$ cat src/rtl/qpc_pkg.sv
package qpc_pkg;

  typedef enum logic [1:0] {
    ST_INIT   = 2'd0,
    ST_SAMPLE = 2'd1,
    ST_UPDATE = 2'd2
  } qpc_state_e;

  // code: bit0 = count flag, bit1 = negative direction
  function automatic logic [1:0] step_code(input logic a1, input logic b1,
                                           input logic a2, input logic b2);
    logic cnt;
    cnt = a1 ^ a2 ^ b1 ^ b2;
    return cnt ? {a1 ^ b2, 1'b1} : 2'b00;
  endfunction

endpackage

$ cat src/rtl/qpc_sync.sv
module qpc_sync #(
  parameter int W = 8
) (
  input  logic         clk_i,
  input  logic         rst_ni,
  input  logic [W-1:0] d_i,
  output logic [W-1:0] q_o
);
  logic [W-1:0] meta_q;

  always_ff @(posedge clk_i or negedge rst_ni) begin
    if (!rst_ni) begin
      meta_q <= '0;
      q_o    <= '0;
    end else begin
      meta_q <= d_i;
      q_o    <= meta_q;
    end
  end
endmodule

$ cat src/rtl/qpc_decode.sv
module qpc_decode import qpc_pkg::*; #(
  parameter int N_ENC  = 16,
  parameter int STRIDE = 5,
  parameter int IN_W   = 96,
  localparam int SEL_W = $clog2(IN_W)
) (
  input  logic [IN_W-1:0]    sync_i,
  input  logic [SEL_W-1:0]   first_i,
  input  logic [2*N_ENC-1:0] prev_i,
  output logic [2*N_ENC-1:0] cur_o,
  output logic [2*N_ENC-1:0] step_o
);
  logic [IN_W-1:0] aligned;
  assign aligned = sync_i >> first_i;

  for (genvar k = 0; k < N_ENC; k++) begin : g_enc
    localparam int APOS = k * STRIDE;
    if (APOS + 1 < IN_W) begin : g_pins
      assign cur_o[2*k]   = aligned[APOS];
      assign cur_o[2*k+1] = aligned[APOS+1];
    end else begin : g_none
      assign cur_o[2*k]   = 1'b0;
      assign cur_o[2*k+1] = 1'b0;
    end
    assign step_o[2*k +: 2] = step_code(prev_i[2*k], prev_i[2*k+1],
                                        cur_o[2*k], cur_o[2*k+1]);
  end
endmodule

$ cat src/rtl/qpc_seq.sv
module qpc_seq import qpc_pkg::*; #(
  parameter int N_ENC  = 16,
  localparam int CNT_W = $clog2(N_ENC + 1),
  localparam int IDX_W = (N_ENC > 1) ? $clog2(N_ENC) : 1
) (
  input  logic             clk_i,
  input  logic             rst_ni,
  input  logic [CNT_W-1:0] num_i,
  output logic             prime_o,
  output logic             capture_o,
  output logic             upd_o,
  output logic [IDX_W-1:0] idx_o
);
  qpc_state_e       state_q;
  logic [1:0]       init_q;
  logic [CNT_W-1:0] num_q;
  logic [CNT_W-1:0] num_c;
  logic             last_idx;

  assign num_c     = (num_i > CNT_W'(N_ENC)) ? CNT_W'(N_ENC) : num_i;
  assign last_idx  = (CNT_W'(idx_o) + CNT_W'(1)) == num_q;
  assign prime_o   = (state_q == ST_INIT) && (init_q == 2'd2);
  assign capture_o = (state_q == ST_SAMPLE);
  assign upd_o     = (state_q == ST_UPDATE);

  always_ff @(posedge clk_i or negedge rst_ni) begin
    if (!rst_ni) begin
      state_q <= ST_INIT;
      init_q  <= 2'd0;
      num_q   <= '0;
      idx_o   <= '0;
    end else begin
      unique case (state_q)
        ST_INIT: begin
          // wait for the synchronizer to fill before priming
          if (init_q == 2'd2) state_q <= ST_SAMPLE;
          else                init_q  <= init_q + 2'd1;
        end
        ST_SAMPLE: begin
          num_q <= num_c;
          idx_o <= '0;
          if (num_c != '0) state_q <= ST_UPDATE;
        end
        ST_UPDATE: begin
          idx_o <= idx_o + IDX_W'(1);
          if (last_idx) state_q <= ST_SAMPLE;
        end
        default: state_q <= ST_INIT;
      endcase
    end
  end
endmodule

$ cat src/rtl/quad_pos_counter.sv
module quad_pos_counter import qpc_pkg::*; #(
  parameter int N_ENC  = 16,
  parameter int STRIDE = 5,
  parameter int IN_W   = 96,
  parameter int AW     = 32,
  parameter int PW     = 32,
  localparam int SEL_W = $clog2(IN_W),
  localparam int CNT_W = $clog2(N_ENC + 1),
  localparam int IDX_W = (N_ENC > 1) ? $clog2(N_ENC) : 1
) (
  input  logic             clk_i,
  input  logic             rst_ni,
  input  logic [IN_W-1:0]  phase_i,
  input  logic [SEL_W-1:0] first_bit_i,
  input  logic [CNT_W-1:0] num_enc_i,
  input  logic [AW-1:0]    base_addr_i,
  output logic             wr_o,
  output logic [AW-1:0]    addr_o,
  output logic [PW-1:0]    data_o
);
  logic [IN_W-1:0]    phase_s;
  logic [2*N_ENC-1:0] cur_c, step_c, prev_q, step_q;
  logic               prime, capture, upd;
  logic [IDX_W-1:0]   idx;
  logic [PW-1:0]      pos_q [N_ENC];
  logic [1:0]         step_sel;
  logic [PW-1:0]      delta, sum;

  qpc_sync #(.W(IN_W)) i_sync (
    .clk_i (clk_i),
    .rst_ni(rst_ni),
    .d_i   (phase_i),
    .q_o   (phase_s)
  );

  qpc_decode #(.N_ENC(N_ENC), .STRIDE(STRIDE), .IN_W(IN_W)) i_decode (
    .sync_i (phase_s),
    .first_i(first_bit_i),
    .prev_i (prev_q),
    .cur_o  (cur_c),
    .step_o (step_c)
  );

  qpc_seq #(.N_ENC(N_ENC)) i_seq (
    .clk_i    (clk_i),
    .rst_ni   (rst_ni),
    .num_i    (num_enc_i),
    .prime_o  (prime),
    .capture_o(capture),
    .upd_o    (upd),
    .idx_o    (idx)
  );

  always_ff @(posedge clk_i or negedge rst_ni) begin
    if (!rst_ni) begin
      prev_q <= '0;
      step_q <= '0;
    end else begin
      if (prime || capture) prev_q <= cur_c;
      if (capture)          step_q <= step_c;
    end
  end

  // shared adder
  assign step_sel = step_q[{idx, 1'b0} +: 2];
  assign delta    = {{(PW-2){step_sel[1]}}, step_sel};
  assign sum      = pos_q[idx] + delta;

  always_ff @(posedge clk_i or negedge rst_ni) begin
    if (!rst_ni) begin
      for (int k = 0; k < N_ENC; k++) pos_q[k] <= '0;
    end else if (upd) begin
      pos_q[idx] <= sum;
    end
  end

  always_ff @(posedge clk_i or negedge rst_ni) begin
    if (!rst_ni) begin
      wr_o   <= 1'b0;
      addr_o <= '0;
      data_o <= '0;
    end else begin
      wr_o <= upd;
      if (upd) begin
        addr_o <= base_addr_i + AW'({idx, 2'b00});
        data_o <= sum;
      end
    end
  end
endmodule

$ cat config.mk
export PLATFORM = sky130hd
export DESIGN_NAME = quad_pos_counter
export DESIGN_NICKNAME = d
export VERILOG_FILES = /design/src/rtl/qpc_pkg.sv /design/src/rtl/qpc_sync.sv /design/src/rtl/qpc_decode.sv /design/src/rtl/qpc_seq.sv /design/src/rtl/quad_pos_counter.sv
export SDC_FILE = /design/constraint.sdc
export NUM_CORES = 2
export LEC_CHECK = 0
export CORE_MARGIN = 10
export CORE_UTILIZATION = 47
export DETAILED_ROUTE_END_ITERATION = 10
export DONT_BUFFER_PORTS = 1
export PLACE_DENSITY = 0.59
export SYNTH_ARGS = -nofsm -noshare
export SYNTH_HDL_FRONTEND = slang
export SYNTH_SLANG_ARGS = --single-unit
$ cat constraint.sdc
create_clock -name clk_i -period 10.23 [get_ports clk_i]
set_input_delay 2.046 -clock clk_i [delete_from_list [all_inputs] [get_ports clk_i]]
set_output_delay 2.046 -clock clk_i [all_outputs]
set_load 0.02 [all_outputs]
==> results_dict.tcl <==
set metrics [dict create \
    rr_endpoint "pos_q[408]" \
    syn_to_final_growth_pct 9.141 \
    fin_skew_ps 23.91 \
    hold_violations 0 \
    wl_per_cell_um 22.54 \
    cp-end-kind "flip-flop" \
    crit_type "reg2reg" \
    busiest_layer "met2" \
    max_freq_mhz 162.6 \
    power_switching_mw 4.583 \
    fillers 7744 \
    die_x_um 317.4 \
    arrival_ps 6640 \
    tns_ps 0 \
    hp-class "reg2reg" \
    use_met2_pct 35.90 \
    utilization_pct 51.96 \
    rsz0062_at_grt "no" \
    clk_path_buf_depth 3 \
    start_util_pct 47.61 \
    multi_input_area_um2 19060 \
    drive_above_1_share_pct 14.01 \
    cts_made_buffers 90 \
    ctsHoldBuffers 0 \
    synth_area_per_cell_um2 10.71 \
    grt_antenna_before_repair 10 \
    clk_latency_ps 670 \
    core_um2 87290 \
    synth_area_um2 41560 \
    critPathSlowestCell "xor2_1" \
    viasPerCell 5.815 \
    clkTransAtPathRegs_ps 60 \
    finalSetupViolCount 0 \
    slew_headroom_pct 4.765 \
    synth-seq-area-share_pct 50.94 \
    r2r.worst_path.cells 14 \
    grt_pass1_wl_mm 174.6 \
    syn_nets 4069 \
    grt_use_met1_pct 29.89 \
    synth_seq_cells 846 \
    place.port_buffers 0 \
    fin_area_um2 45360 \
    startpoint_type "flip-flop" \
    whs_path_depth 0 \
    synth_cell_types 92 \
    dr.pass1.iters 5 \
    async_flop_share_pct 100.0 \
    io_pins 207 \
    final_antenna_net_count 0 \
    cts_setup_buffers 0 \
    intPower_mw 7.223 \
    netSwitchingFraction_pct 38.82 \
    synth_warnings 0 \
    grt_remaining_overflow 0 \
    seq_area_um2 21180 \
    cpPeakStageDelay_ps 900 \
    min_period_ps 6149 \
    drv_cap 0 \
    peakVddDrop_v 0.0001632 \
    startpoint "i_seq.idx_o[1]" \
    htreeDepth 3 \
    drv_slew 0 \
    status "finished, final reports clean" \
    synth_top_area_share_pct 50.94 \
    die_area_um2 100700 \
    synth.largest_area_cell "dfrtp_1" \
    synth_edf_count 0 \
    r2r_start "i_seq.idx_o[1]" \
    met3_usage_pct 3.954 \
    die_y_um 317.4 \
    dp_hpwl_mm 68.84 \
    post-route-drc-count 0 \
    tritoncts "done" \
    pwr-share-seq_pct 37.2 \
    grt_max_degree 847 \
    cts_root_buf "clkbuf_16" \
    nets 3901 \
    finalCritPeriodShare_pct 60.11 \
    ys_top_cells_by_area "dfrtp_1 (51%), mux4_2 (13%), nand2_1 (7.0%)" \
    cts_resized 0 \
    pwr-share-clk_pct 28.6 \
    r2r_slack_ps 4080 \
    rows 108 \
    worstPathRequired_ps 10720 \
    p_per_area_nw_per_um2 260.3 \
    grt_pass1_vias 28780 \
    p_leak_nw 19.22 \
    routed_wl_mm 111.5 \
    drtIter0Drc 2497 \
    gp_congestion 0.9576 \
    synthCells 3881 \
    vias 28760 \
    tightestPinTransition_ps 1429 \
    crit_path_cell_trace "buf_12, mux4_2, mux4_2, buf_4, ha_1, o211ai_1, a21oi_1, o21ai_0, a2111oi_0, o21ai_1, a21oi_1, a21oi_1, xor2_1, o21ai_0" \
    hold_start "i_sync.meta_q[59]" \
    cts_sinks 846 \
    path_common_cell "a21oi_1" \
    critPathMaxFanout 119 \
    p_comb_share_pct 34.3 \
    whs_endpoint "i_sync.q_o[59]" \
    grt_use_total_pct 22.18 \
    dpl_cell_area_um2 42150 \
    synthFlopType "dfrtp_1" \
]
cell usage in the layout (no fill, tap or decap), types with 17 or more instances in the layout:
cell type    n
clkbuf_1    17
clkbuf_16   93
o21ai_0    562
nand2b_1    21
nand2_1    773
o21ai_1     41
nor2_1     206
or3_1       37
ha_1        42
dfrtp_1    843
xnor2_1     53
nor3_1      26
mux2i_1     97
o22ai_1     30
mux4_2     237
nand3_1     73
mux2_2      51
xor2_1      40
buf_4       31
a21oi_1    127
inv_1       41
and2_1      17
a21o_1      18
clkbuf_8    19
cell type report:
| cell class | instances | area share, % |
|---|---|---|
| inverters | 48 | 0.4110 |
| clock buffers | 129 | 5.848 |
| flip-flops and latches | 846 | 46.70 |
| well taps | 1155 | 3.186 |
| clock inverters | 33 | 0.9379 |
| repair buffers | 37 | 0.8441 |
| multi-input cells | 2690 | 42.03 |
| diodes | 8 | 0.04414 |
critical path, delay by kind of cell, from the launching register on:
family	cells	cell delay (ps)
buffers and inverters	2	800
DFF	1	660
AOI/OAI and AO/OA	8	2110
xor gates and xnor gates	1	900
adders and majority gates	1	440
muxes	2	880
cells in the mapped netlist (4+ instances only):
cell / instances
dfrtp_1: 846
nand2_1: 773
o21ai_0: 562
mux4_2: 237
clkbuf_1: 229
nor2_1: 206
a21oi_1: 128
mux2i_1: 97
nand3_1: 85
xnor2_1: 53
mux2_2: 51
ha_1: 44
inv_1: 42
o21ai_1: 41
xor2_1: 40
or3_1: 37
o22ai_1: 30
nor3_1: 26
buf_2: 22
buf_1: 21
nand2b_1: 21
a21o_1: 18
and2_1: 17
nor2b_1: 16
o211ai_1: 16
and3_1: 12
nand4_1: 12
a22oi_1: 11
buf_4: 11
o221ai_1: 11
a211oi_1: 10
buf_6: 10
o21a_1: 10
a31oi_1: 7
o31ai_1: 7
mux2_1: 6
nand3b_1: 6
a221oi_1: 4
a221oi_2: 4
o21bai_1: 4
o22a_1: 4
o2bb2ai_1: 4
xnor2_2: 4
flip-flops by register name (all words and copies together), names as in the netlist, 4 cells and up:
signal         flops
pos_q            512
i_sync.meta_q     96
i_sync.q_o        96
addr_o            32
data_o            32
prev_q            32
step_q            32
i_seq.num_q        5
i_seq.idx_o        4
power groups by stage:
| stage | sequential, mW | combinational [mW] | clock, mW |
|---|---|---|---|
| after floorplan | 4.26 | 2.94 | 0 |
| final | 4.39 | 4.05 | 3.37 |
| after global routing | 4.45 | 4.49 | 3.58 |
| after global placement | 4.45 | 3.96 | 0 |
| after CTS | 4.40 | 4.01 | 3.44 |
| after detailed placement | 4.45 | 4.00 | 0 |
worst max-delay path by stage:
stage and end:
2_1_floorplan data_o[31], 3_3_place_gp pos_q[254], 3_5_place_dp pos_q[318], 4_1_cts pos_q[94]
5_1_grt pos_q[94], 6_report pos_q[408]
kinds of logic after synthesis:
kind of cell,count (synthesis),synth area share [%]
compound gates,918,12.52
xor+xnor,99,2.213
fa+ha+maj,46,1.421
buf+inv,345,3.607
flops,846,50.94
mux,395,16.88
simple gates,1232,12.41
stage by stage:
step                      hold slack [ps]  power, mW  instances  worst slack, ps
after CTS                           346.8      11.85       4934             3999
after detailed placement            334.7      8.458       4772             3960
after global routing                351.8      12.52       4943             3524
after floorplan                     331.2      7.206       3881             4929
after global placement              331.6      8.412       4772             4091
final                               344.8      11.81       4946             4081
per-layer routing:
metal  vias up  part of all wire, %
li1      13419                    -
met1     14312                   43
met2       819                   47
met3       206                  5.7
met4         4                  3.4
met5         -                0.024
Note: power is estimated with default switching activity, not from simulation.
